`src/rtl/xra_pkg.sv`:
```
package xra_pkg;
  typedef enum logic [2:0] {
    S_IDLE,
    S_SEND,
    S_POLL,
    S_PAUSE,
    S_FETCH
  } state_t;

  typedef enum logic [1:0] {
    STEP_VAL,
    STEP_HI,
    STEP_LO,
    STEP_CTRL
  } step_t;
endpackage

```
`src/rtl/xra_step_mux.sv`:
```
module xra_step_mux
  import xra_pkg::*;
#(
  parameter int DW = 8,
  parameter int RAW = 8,
  parameter logic [RAW-1:0] REG_VALUE = 8'h1B,
  parameter logic [RAW-1:0] REG_AHI = 8'h1C,
  parameter logic [RAW-1:0] REG_ALO = 8'h1D,
  parameter logic [RAW-1:0] REG_CTRL = 8'h1E
) (
  input  step_t            step,
  input  logic [2*DW-1:0]  ext_addr,
  input  logic [DW-1:0]    ext_data,
  input  logic [DW-1:0]    ctrl_code,
  output logic [RAW-1:0]   o_addr,
  output logic [DW-1:0]    o_data
);
  always_comb begin
    unique case (step)
      STEP_VAL:  begin o_addr = REG_VALUE; o_data = ext_data;            end
      STEP_HI:   begin o_addr = REG_AHI;   o_data = ext_addr[2*DW-1:DW]; end
      STEP_LO:   begin o_addr = REG_ALO;   o_data = ext_addr[DW-1:0];    end
      default:   begin o_addr = REG_CTRL;  o_data = ctrl_code;           end
    endcase
  end
endmodule

```
`src/rtl/xra_pace_timer.sv`:
```
module xra_pace_timer #(
  parameter int WAIT_CYCLES = 1000000
) (
  input  logic clk,
  input  logic rst,
  input  logic run,
  output logic expire
);
  localparam int CW = $clog2(WAIT_CYCLES + 1);
  localparam logic [CW-1:0] LAST = CW'(WAIT_CYCLES - 1);

  logic [CW-1:0] cnt;

  assign expire = run && (cnt == LAST);

  always_ff @(posedge clk) begin
    if (rst || !run || expire) cnt <= '0;
    else                       cnt <= cnt + 1'b1;
  end

  p_wait_range_r4: assert property (@(posedge clk) disable iff (rst)
    cnt < CW'(WAIT_CYCLES));
  p_wait_restart_r4: assert property (@(posedge clk) disable iff (rst)
    expire |=> cnt == '0);
endmodule

```
`src/rtl/xra_poll_budget.sv`:
```
module xra_poll_budget #(
  parameter int POLL_LIMIT = 5
) (
  input  logic clk,
  input  logic rst,
  input  logic clr,
  input  logic inc,
  output logic last
);
  localparam int BW = $clog2(POLL_LIMIT + 1);

  logic [BW-1:0] used;

  assign last = (used == BW'(POLL_LIMIT - 1));

  always_ff @(posedge clk) begin
    if (rst || clr) used <= '0;
    else if (inc)   used <= used + 1'b1;
  end

  p_budget_bound_r5: assert property (@(posedge clk) disable iff (rst)
    used <= BW'(POLL_LIMIT));
endmodule

```
`src/rtl/xra_seq.sv`:
```
module xra_seq
  import xra_pkg::*;
#(
  parameter int DW = 8,
  parameter int EAW = 2 * DW,
  parameter int RAW = 8,
  parameter int WAIT_CYCLES = 1000000,
  parameter int POLL_LIMIT = 5,
  parameter logic [RAW-1:0] REG_VALUE = 8'h1B,
  parameter logic [RAW-1:0] REG_AHI = 8'h1C,
  parameter logic [RAW-1:0] REG_ALO = 8'h1D,
  parameter logic [RAW-1:0] REG_CTRL = 8'h1E,
  parameter logic [DW-1:0] CODE_RD = 8'h01,
  parameter logic [DW-1:0] CODE_WR = 8'h02,
  parameter logic [DW-1:0] CODE_WV = 8'h03
) (
  input  logic            clk,
  input  logic            rst,
  input  logic            cmd_start,
  input  logic            cmd_write,
  input  logic            cmd_verify,
  input  logic [EAW-1:0]  cmd_addr,
  input  logic [DW-1:0]   cmd_wdata,
  output logic            cmd_done,
  output logic            cmd_error,
  output logic [DW-1:0]   cmd_rdata,
  output logic            rq_valid,
  input  logic            rq_ready,
  output logic            rq_write,
  output logic [RAW-1:0]  rq_addr,
  output logic [DW-1:0]   rq_wdata,
  input  logic [DW-1:0]   rs_rdata,
  input  logic            rs_err
);
  state_t           state;
  step_t            step;
  logic             op_wr;
  logic [EAW-1:0]   op_addr;
  logic [DW-1:0]    op_data;
  logic [DW-1:0]    op_ctrl;
  logic             done_q, err_q;
  logic [DW-1:0]    rdata_q;
  logic [RAW-1:0]   mux_addr;
  logic [DW-1:0]    mux_data;
  logic             hs, pace_expire, budget_last;

  xra_step_mux #(
    .DW(DW), .RAW(RAW), .REG_VALUE(REG_VALUE), .REG_AHI(REG_AHI),
    .REG_ALO(REG_ALO), .REG_CTRL(REG_CTRL)
  ) u_mux (
    .step(step), .ext_addr(op_addr), .ext_data(op_data),
    .ctrl_code(op_ctrl), .o_addr(mux_addr), .o_data(mux_data)
  );

  xra_pace_timer #(.WAIT_CYCLES(WAIT_CYCLES)) u_pace (
    .clk(clk), .rst(rst), .run(state == S_PAUSE), .expire(pace_expire)
  );

  xra_poll_budget #(.POLL_LIMIT(POLL_LIMIT)) u_budget (
    .clk(clk), .rst(rst), .clr(state == S_IDLE),
    .inc(state == S_POLL && hs), .last(budget_last)
  );

  // Request fields come straight from state registers, so they are
  // stable while a request waits for ready.
  assign rq_valid = (state == S_SEND) || (state == S_POLL) || (state == S_FETCH);
  assign rq_write = (state == S_SEND);
  assign rq_addr  = (state == S_SEND) ? mux_addr :
                    (state == S_POLL) ? REG_CTRL : REG_VALUE;
  assign rq_wdata = (state == S_SEND) ? mux_data : '0;
  assign hs       = rq_valid && rq_ready;

  assign cmd_done  = done_q;
  assign cmd_error = err_q;
  assign cmd_rdata = rdata_q;

  always_ff @(posedge clk) begin
    if (rst) begin
      state   <= S_IDLE;
      step    <= STEP_VAL;
      op_wr   <= 1'b0;
      op_addr <= '0;
      op_data <= '0;
      op_ctrl <= '0;
      done_q  <= 1'b0;
      err_q   <= 1'b0;
      rdata_q <= '0;
    end else begin
      done_q <= 1'b0;
      unique case (state)
        S_IDLE: if (cmd_start) begin
          op_wr   <= cmd_write;
          op_addr <= cmd_addr;
          op_data <= cmd_wdata;
          step    <= cmd_write ? STEP_VAL : STEP_HI;
          op_ctrl <= !cmd_write ? CODE_RD : (cmd_verify ? CODE_WV : CODE_WR);
          state   <= S_SEND;
        end
        S_SEND: if (hs) begin
          if (rs_err) begin
            done_q <= 1'b1; err_q <= 1'b1; rdata_q <= '0; state <= S_IDLE;
          end else if (step == STEP_CTRL) begin
            state <= S_POLL;
          end else begin
            step <= step_t'(step + 2'd1);
          end
        end
        S_POLL: if (hs) begin
          if (rs_err) begin
            done_q <= 1'b1; err_q <= 1'b1; rdata_q <= '0; state <= S_IDLE;
          end else if (rs_rdata == '0) begin
            if (op_wr) begin
              done_q <= 1'b1; err_q <= 1'b0; rdata_q <= '0; state <= S_IDLE;
            end else begin
              state <= S_FETCH;
            end
          end else if (budget_last) begin
            done_q <= 1'b1; err_q <= 1'b1; rdata_q <= '0; state <= S_IDLE;
          end else begin
            state <= S_PAUSE;
          end
        end
        S_PAUSE: if (pace_expire) state <= S_POLL;
        S_FETCH: if (hs) begin
          done_q  <= 1'b1;
          err_q   <= rs_err;
          rdata_q <= rs_err ? '0 : rs_rdata;
          state   <= S_IDLE;
        end
        default: state <= S_IDLE;
      endcase
    end
  end

  p_done_pulse_r8: assert property (@(posedge clk) disable iff (rst)
    cmd_done |=> !cmd_done);
  p_req_hold_r6: assert property (@(posedge clk) disable iff (rst)
    rq_valid && !rq_ready |=> rq_valid && $stable(rq_addr) &&
                              $stable(rq_wdata) && $stable(rq_write));
  p_quiet_on_done_r7: assert property (@(posedge clk) disable iff (rst)
    cmd_done |-> !rq_valid);
  p_busy_ignore_r9: assert property (@(posedge clk) disable iff (rst)
    (state != S_IDLE) && cmd_start |=> $stable(op_addr) && $stable(op_wr));
  p_ctrl_code_r1: assert property (@(posedge clk) disable iff (rst)
    rq_valid && rq_write && rq_addr == REG_CTRL |->
      (rq_wdata == CODE_RD || rq_wdata == CODE_WR || rq_wdata == CODE_WV));
  p_fetch_after_zero_r3: assert property (@(posedge clk) disable iff (rst)
    $rose(rq_valid && !rq_write && rq_addr == REG_VALUE) |->
      $past(rq_addr) == REG_CTRL && $past(rs_rdata) == '0);
endmodule

```
`config.mk`:
```
export PLATFORM = sky130hd
export DESIGN_NAME = xra_seq
export DESIGN_NICKNAME = d
export VERILOG_FILES = /design/src/rtl/xra_pkg.sv /design/src/rtl/xra_step_mux.sv /design/src/rtl/xra_pace_timer.sv /design/src/rtl/xra_poll_budget.sv /design/src/rtl/xra_seq.sv
export SDC_FILE = /design/constraint.sdc
export NUM_CORES = 1
export LEC_CHECK = 0
export BUFFER_PORTS_ARGS = -buffer_cell sky130_fd_sc_hd__buf_4
export CORE_MARGIN = 10
export CORE_UTILIZATION = 58
export DETAILED_ROUTE_END_ITERATION = 8
export GPL_TIMING_DRIVEN = 1
export PLACE_DENSITY = 0.82
export SYNTH_ARGS = -nofsm -noshare
export SYNTH_HDL_FRONTEND = slang
export SYNTH_SLANG_ARGS = --single-unit
```
`constraint.sdc`:
```
create_clock -name clk -period 5.5 [get_ports clk]
set_clock_uncertainty 0.1 [all_clocks]
set_input_delay 0.55 -clock clk [delete_from_list [all_inputs] [get_ports clk]]
set_output_delay 0.55 -clock clk [all_outputs]
set_load 0.1 [all_outputs]
```
# --- Yosys cells after proc, flatten, opt, wreduce, memory -nomap -nowiden ---
# Cells that the tools add are included.
op_classes:
  eq_ne: 20
  reduce_logical: 18
  n_addsub: 3
  n_mux: 53
op_table:
  columns: ["cell", "count"]
  rows:
  - ["$mux 8", 11]
  - ["$pmux 8 s3", 2]
  - ["$mux 3", 11]
  - ["$add 20x1->20 const B", 1]
  - ["$eq 20x20->1 const B", 1]
  - ["$mux 1", 18]
  - ["$pmux 3 s5", 1]
  - ["$mux 2", 6]
  - ["$ne 2x2->1 const B", 6]
  - ["$pmux 3 s3", 1]
  - ["$logic_not 8->1", 1]
  - ["$reduce_and 7->1", 1]
  - ["$eq 3x2->1 const B", 2]
  - ["$eq 3x3->1 const B", 2]
  - ["$pmux 1 s3", 2]
  - ["$reduce_and 6->1", 1]
  - ["$logic_or 1x1->1", 5]
  - ["$reduce_and 5->1", 1]
  - ["$eq 2x2->1 const B", 2]
  - ["$ne 2x1->1 const B", 2]
  - ["$ne 4x3->1 const B", 1]
  - ["$ne 4x4->1 const B", 1]
  - ["$pmux 2 s2", 1]
  - ["$add 3x1->3 const B", 1]
  - ["11 further kinds", 13]
word_totals:
  input_bits: 39
  output_inout_bits: 28
  register_bits: 71
  wordCells: 105

# --- Depth between registers and ports, before layout ---
# Gate-level depths: netlist of run 1.
logic_depth:
  word_depth: 6
  mapped_depth: 7
  ltp_nobuf: 6

# --- Modules after synthesis ---
# From an unflattened synthesis of run 1, not the netlist that was laid out.
unflattened:
  hier_cells: 424
  hier_area_um2: 3631.0
by_module_without_submodules:
  columns: ["module", "cells_per_inst", "instances", "seq_area_each_um2", "area_per_inst_um2"]
  rows:
  - ["xra_seq", 257, 1, 820.8, 2142.1]
  - ["xra_pace_timer", 108, 1, 400.4, 992.2]
  - ["xra_step_mux", 44, 1, 0.0, 339.1]
  - ["xra_poll_budget", 15, 1, 60.1, 157.7]

# --- Worst setup path before layout of run 1 ---
# No wires, ideal clock.
synth_path:
  path_type: "flip-flop to output port"
  startpoint: "reg state[0]"
  endpoint: "out rq_valid"
  t_arrival_ps: 2997
  path_buffers: 1
  setup_slack_ps: 1853
  stages_incl_launch_ff: 4
  cell_sequence: "dfxtp_1 > clkbuf_1 > xnor2_1 > o21ai_0"
synth_between:
  elab_chain_cells: 3
  word_cells_on_any_way: 5
  cone_classes: "eq/ne (3); reduce/logical (2)"
synth_rtl:
  columns: ["element", "line_no", "text"]
  rows:
  - ["start, declared", "xra_seq.sv:35", "state_t state;"]
  - ["start signal, assigned", "xra_seq.sv:79", "state <= S_IDLE;"]
  - ["start signal, assigned", "xra_seq.sv:97", "state <= S_SEND;"]
  - ["start signal, assigned", "xra_seq.sv:101", "done_q <= 1'b1; err_q <= 1'b1; rdata_q <= '0; state <= S_IDLE;"]
  - ["$eq 3x1->1 / $eq 3x2->1 (equally long branches)", "xra_seq.sv:66", "assign rq_valid = (state == S_SEND) || (state == S_POLL) || (state == S_FETCH);"]
  - ["$logic_or 1x1->1", "xra_seq.sv:66", null]
  - ["$logic_or 1x1->1 *", "xra_seq.sv:66", null]
  - ["end, declared", "xra_seq.sv:27", "output logic rq_valid,"]
# Every way passes the cells marked *; elsewhere a longest branch is shown, timed or not.

# --- Worst setup path in the final report of run 1 ---
layout_path:
  startpoint: "reg state[0]"
  endpoint: "out rq_wdata[2]"
layout_between:
  elab_chain_cells: 2
layout_rtl:
  columns: ["element", "line_no", "text"]
  rows:
  - ["$eq 3x1->1", "xra_seq.sv:70", "assign rq_wdata = (state == S_SEND) ? mux_data : '0;"]
  - ["$mux 8", "xra_seq.sv:70", null]
  - ["end, declared", "xra_seq.sv:31", "output logic [DW-1:0] rq_wdata,"]
# Every way passes these cells.

==> flow_summary.json, run 1 <==
{
  "status": "finished, final reports clean",
  "hold_path_class": "primary input to flop",
  "n_antenna_cell": 0,
  "gp_congestion": 0.848,
  "ff_latch_area_um2": 1280,
  "nNetsFinal": 479,
  "multiInputGateArea_um2": 1630,
  "design.core.area_um2": 5110,
  "cp-start-kind": "flop",
  "ctsHoldBuffers": 0,
  "final.setup.worst_slack_ns": 2.56,
  "num_rows": 26,
  "layout_commonest_cell": "nand2_1",
  "critical_path_class": "flop to primary output",
  "p_leak_nw": 1.45,
  "initial_core_util_pct": 59.8,
  "final_cell_mix": "nand2_1, dfxtp_1, buf_4",
  "cts_max_level": 3,
  "post-route-cell-area_um2": 3700,
  "holdWs_ns": 0.357,
  "grt_overflow": 0,
  "drt-total-wl_mm": 7.51,
  "remaining_drc_errors": 0,
  "critPathMaxFanout": 17,
  "worst_ep_arrival_time_ns": 2.29,
  "avgViaCountPerCell": 5.64,
  "clockRootBuffer": "clkbuf_8",
  "die_x_um": 92.6,
  "ys_warn_count": 0,
  "cts_inserted_buffers": 9,
  "drt_iter0_markers": 225,
  "maxSlewViolCount": 0,
  "ys_seq_area_share_pct": 41.9,
  "syn_inst": 382,
  "ys_types": 49,
  "finalHoldViolCount": 0,
  "synth_edf_count": 0,
  "ir_drop_mv": 0.204,
  "routedWlPerCell_um": 14.9,
  "drive_gt1_share_pct": 18.9,
  "avgSynthCellArea_um2": 8.00,
  "min_period_ns": 2.94,
  "relSlewSlack_pct": 37.4,
  "setup_viol_count_final": 0,
  "die_area_um2": 8570,
  "max_cap_viol_count": 0,
  "hpwl_mm": 5.34,
  "synthArstFlopShare_pct": 0,
  "track_usage_pct": 17.4,
  "synthToLayoutAreaGrowth_pct": 21.1,
  "dpl-instance-area_um2": 3510,
  "dr.pass1.iters": 5,
  "fmax_mhz": 340,
  "cts_tree": "yes",
  "cts-resized-gates": 0,
  "ys_ff_latch": 64,
  "synth_flop_cell": "dfxtp_1",
  "dp_slack_ns": 2.97,
  "ioPinCount": 67,
  "cts_num_sinks": 64,
  "grt_max_degree": 37,
  "grt_pass1_vias": 2770,
  "post-cts-setup-buffers": 0,
  "tightest_slew_ns": 0.940,
  "die_y_um": 92.6,
  "required_ns": 4.85,
  "path_clk_slew_ns": 0.07,
  "timing.setup.tns_ns": 0,
  "syn_area_um2": 3060,
  "fillerInstances": 429,
  "antenna_found_initial": 0,
  "port-buffer-count": 61,
  "vias": 2849,
  "clk_latency_ns": 0.33,
  "power.density_nw_per_um2": 341,
  "final_util_pct": 72.4,
  "end_kind": "primary output",
  "clock_path_buffers": 2,
  "grt_pass1_wl_mm": 12.5,
  "rsz0062_at_grt": "no",
  "ant_nets": 0,
  "period_share_pct": 53.5
}
## state kept, by name (all words and copies together), names as in the netlist
register	cells
cmd_done	1
cmd_error	1
cmd_rdata	8
op_addr	16
op_ctrl	1
op_data	8
op_wr	1
state	3
step	2
u_budget.used	3
u_pace.cnt	20
## power breakdown
group	switching, mW	internal (mW)
Clock	0.174	0.228
Combinational	0.240	0.0972
Sequential	0.0292	0.492
## kinds of logic (layout without fill, tap and decap cells)
group | Yosys count | count (layout) | share of synthesized area, %
simple gates | 175 | 175 | 27.4
compound gates | 73 | 73 | 14.9
flops | 64 | 64 | 41.9
buf+inv | 37 | 87 | 5.24
xor+xnor | 13 | 13 | 3.73
mux | 10 | 10 | 3.32
fa+ha+maj | 8 | 8 | 3.28
other cells | 2 | 5 | 0.246
## critical path, stage by stage, from the launching register on
cell      delay (ns)
dfxtp_1         0.66
nor2b_1         0.30
nand2b_1        0.15
inv_1           0.16
nand2b_1        0.19
nor2_1          0.18
buf_4           0.31
## Yosys cell counts (all sizes together), types with 2 or more instances
cell,instances,area share (%)
ha,8,3.3
a31oi,2,0.41
or3,7,1.4
nor2,34,4.2
a22oi,2,0.49
o31ai,3,0.74
a222oi,8,2.6
nor3b,3,0.74
o21ai,8,1.3
a21oi,40,6.6
nand3b,2,0.49
nand2,81,10
nand2b,4,0.82
conb,2,0.25
and2,2,0.41
nor3,5,0.98
inv,11,1.4
mux2i,9,2.9
and3,2,0.41
xor2,5,1.4
buf,8,1.7
clkbuf,18,2.2
nand4,4,1.0
nor4,5,1.0
or4,3,0.74
xnor2,8,2.3
nor4b,2,0.78
dfxtp,64,42
nor4bb,2,0.66
nor2b,3,0.61
nand3,12,2.0
a211o,3,0.86
## metrics by stage
step | power, mW | instances
after detailed placement | 0.866 | 491
after CTS | 1.26 | 505
after global routing | 1.32 | 505
final | 1.26 | 505
after floorplan | 0.788 | 385
after global placement | 0.859 | 491
## path summary, 6_finish.rpt
| path | from | to | slack [ns] | cells past startpoint |
|---|---|---|---|---|
| max | state[0] | rq_wdata[2] | 2.56 | 6 |
| min | cmd_addr[9] | op_addr[9] | 0.36 | 3 |
| max reg2reg | state[1] | cmd_rdata[4] | 3.21 | 4 |
| min reg2reg | op_addr[13] | op_addr[13] | 0.36 | 2 |
## per-layer routing
metal	global-route usage (%)	up-vias	part of all wire, %
li1	-	1414	-
met1	20.1	1328	42
met2	29.0	93	49
met3	6.30	14	7.3
met4	5.78	0	1.4
met5	0	-	0
## area by class of cell
type	instances	area share (%)
tap	70	2.37
sequential	64	34.6
clock inverter	3	1.15
inverter	11	1.12
clock buffer	11	4.09
timing repair buffer	62	12.6
multi-input combinational	284	44.1
Power figures use the tool's default switching activity.
==> run 2: changes to the inputs <==
Settings changed: CORE_UTILIZATION 58 to 49, PLACE_DENSITY 0.82 to 0.74.
Clock period 5.5 ns to 2.69 ns, I/O delays scaled along.
==> run 2 against run 1 <==
Die area grew 14%. Total power grew 130%. Flip-flop and latch count is the same. Worst setup slack lost 2.3 ns. Register-to-register slack lost 2.8 ns. Core utilization shrank 7.9 points. Global-route usage shrank 2.2 points. Clock power grew to 2.7 times the previous value. Non-clock buffer count grew 4. Largest cell class unchanged.
==> flow_summary.json, run 2 (same netlist as run 1, synthesis figures left out) <==
{
  "drt-total-wl_mm": 7.36,
  "cts_inserted_buffers": 9,
  "hpwl_mm": 5.27,
  "ant_nets": 0,
  "final.setup.worst_slack_ns": 0.214,
  "post-route-cell-area_um2": 3860,
  "p_leak_nw": 1.49,
  "clockRootBuffer": "clkbuf_8",
  "remaining_drc_errors": 0,
  "drive_gt1_share_pct": 22.0,
  "end_kind": "primary output",
  "die_y_um": 99.0,
  "track_usage_pct": 15.2,
  "antenna_found_initial": 0,
  "critPathMaxFanout": 14,
  "initial_core_util_pct": 51.0,
  "fillerInstances": 521,
  "setup_viol_count_final": 0,
  "drt_iter0_markers": 169,
  "cts-resized-gates": 0,
  "die_x_um": 99.0,
  "power_frac_seq_pct": 36.2,
  "power.density_nw_per_um2": 751,
  "ff_latch_area_um2": 1280,
  "required_ns": 2.32,
  "finalPower_mw": 2.90,
  "grt_overflow": 0,
  "holdWs_ns": 0.0701,
  "grt_pass1_wl_mm": 12.6,
  "cts_max_level": 3,
  "critical_path_class": "flop to primary output",
  "final_util_pct": 64.5,
  "post-cts-setup-buffers": 0,
  "layout_commonest_cell": "nand2_1",
  "largest_register": "u_pace.cnt",
  "finalHoldViolCount": 0,
  "status": "finished, final reports clean",
  "p_clk_share_pct": 37.8,
  "p_switching_uw": 964,
  "dp_slack_ns": 0.486,
  "port-buffer-count": 61,
  "vias": 2839,
  "fmax_mhz": 404,
  "avgViaCountPerCell": 5.50,
  "reg.largest.list": "u_pace.cnt x20, op_addr x16",
  "nNetsFinal": 483,
  "path_clk_slew_ns": 0.08,
  "hold_path_class": "primary input to flop",
  "synthToLayoutAreaGrowth_pct": 26.5,
  "design.core.area_um2": 5990,
  "ioPinCount": 67,
  "fin_cells": 516,
  "die_area_um2": 9790,
  "dr.pass1.iters": 5,
  "clock_path_buffers": 2,
  "largest_register_ffs": 20,
  "routedWlPerCell_um": 14.3,
  "grt_pass1_vias": 2739,
  "period_share_pct": 92.0,
  "cp-start-kind": "flop",
  "clk_latency_ns": 0.34,
  "num_rows": 28,
  "cts_tree": "yes",
  "timing.setup.tns_ns": 0,
  "maxSlewViolCount": 0,
  "ir_drop_mv": 0.463,
  "combPwrFrac_pct": 26.0,
  "internal_power_mw": 1.94,
  "max_cap_viol_count": 0,
  "relSlewSlack_pct": 59.0,
  "dp_cells": 500,
  "worst_ep_arrival_time_ns": 2.11,
  "p_sw_share_pct": 33.2,
  "n_antenna_cell": 0,
  "final_cell_mix": "nand2_1, buf_4, dfxtp_1",
  "rsz0062_at_grt": "no",
  "dpl-instance-area_um2": 3600,
  "multiInputGateArea_um2": 1680,
  "tightest_slew_ns": 0.609,
  "grt_max_degree": 37,
  "cts_num_sinks": 64,
  "min_period_ns": 2.48,
  "gp_congestion": 0.843,
  "ctsHoldBuffers": 0
}
[run 2: cell types whose count changed in the layout (fill, tap and decap cells not counted), moves of 2 or more]
cell	change
nor2_1	-6
bufinv_16	+3
nor2_4	+6
buf_4	+4
clkinvlp_4	+2
clkbuf_8	-2
[run 2: critical path, cell delays in order, from the launching register on]
cell and delay (ns):
dfxtp_1 0.60, nor2b_1 0.17, nand2b_1 0.21, clkinvlp_4 0.16, nand2b_1 0.09, buf_4 0.22
nor2_4 0.05, buf_4 0.24
[run 2: power groups by stage]
stage               clock, mW  sequential (mW)  combinational [mW]
finish                   1.10             1.05               0.754
global route             1.17             1.06               0.815
CTS                      1.12             1.05               0.756
detailed placement          0             1.07               0.752
global placement            0             1.07               0.747
floorplan                   0             1.07               0.572
[run 2: worst paths after layout]
check | end | startpoint | slack (ns) | depth (start not counted)
worst min-delay path | op_data[5] | cmd_wdata[5] | 0.07 | 3
worst max-delay path | rq_wdata[3] | state[2] | 0.21 | 7
worst min register to register | op_data[1] | op_data[1] | 0.35 | 2
worst max register to register | cmd_rdata[2] | state[1] | 0.45 | 4
[run 2: area by class of cell]
class	count	area share [%]
Clock buffer	9	3.20
Timing Repair Buffer	66	12.8
Inverter	11	1.17
Tap cell	75	2.43
Sequential cell	64	33.1
Clock inverter	7	3.72
Multi-Input combinational cell	284	43.5
[run 2: per-layer routing]
| metal | share of wire [%] | vias to the layer above | track usage, % |
|---|---|---|---|
| met4 | 1.1 | 0 | 5.07 |
| li1 | - | 1428 | - |
| met3 | 7.3 | 8 | 5.80 |
| met1 | 45 | 1330 | 18.4 |
| met5 | 0 | - | 0 |
| met2 | 46 | 73 | 24.1 |
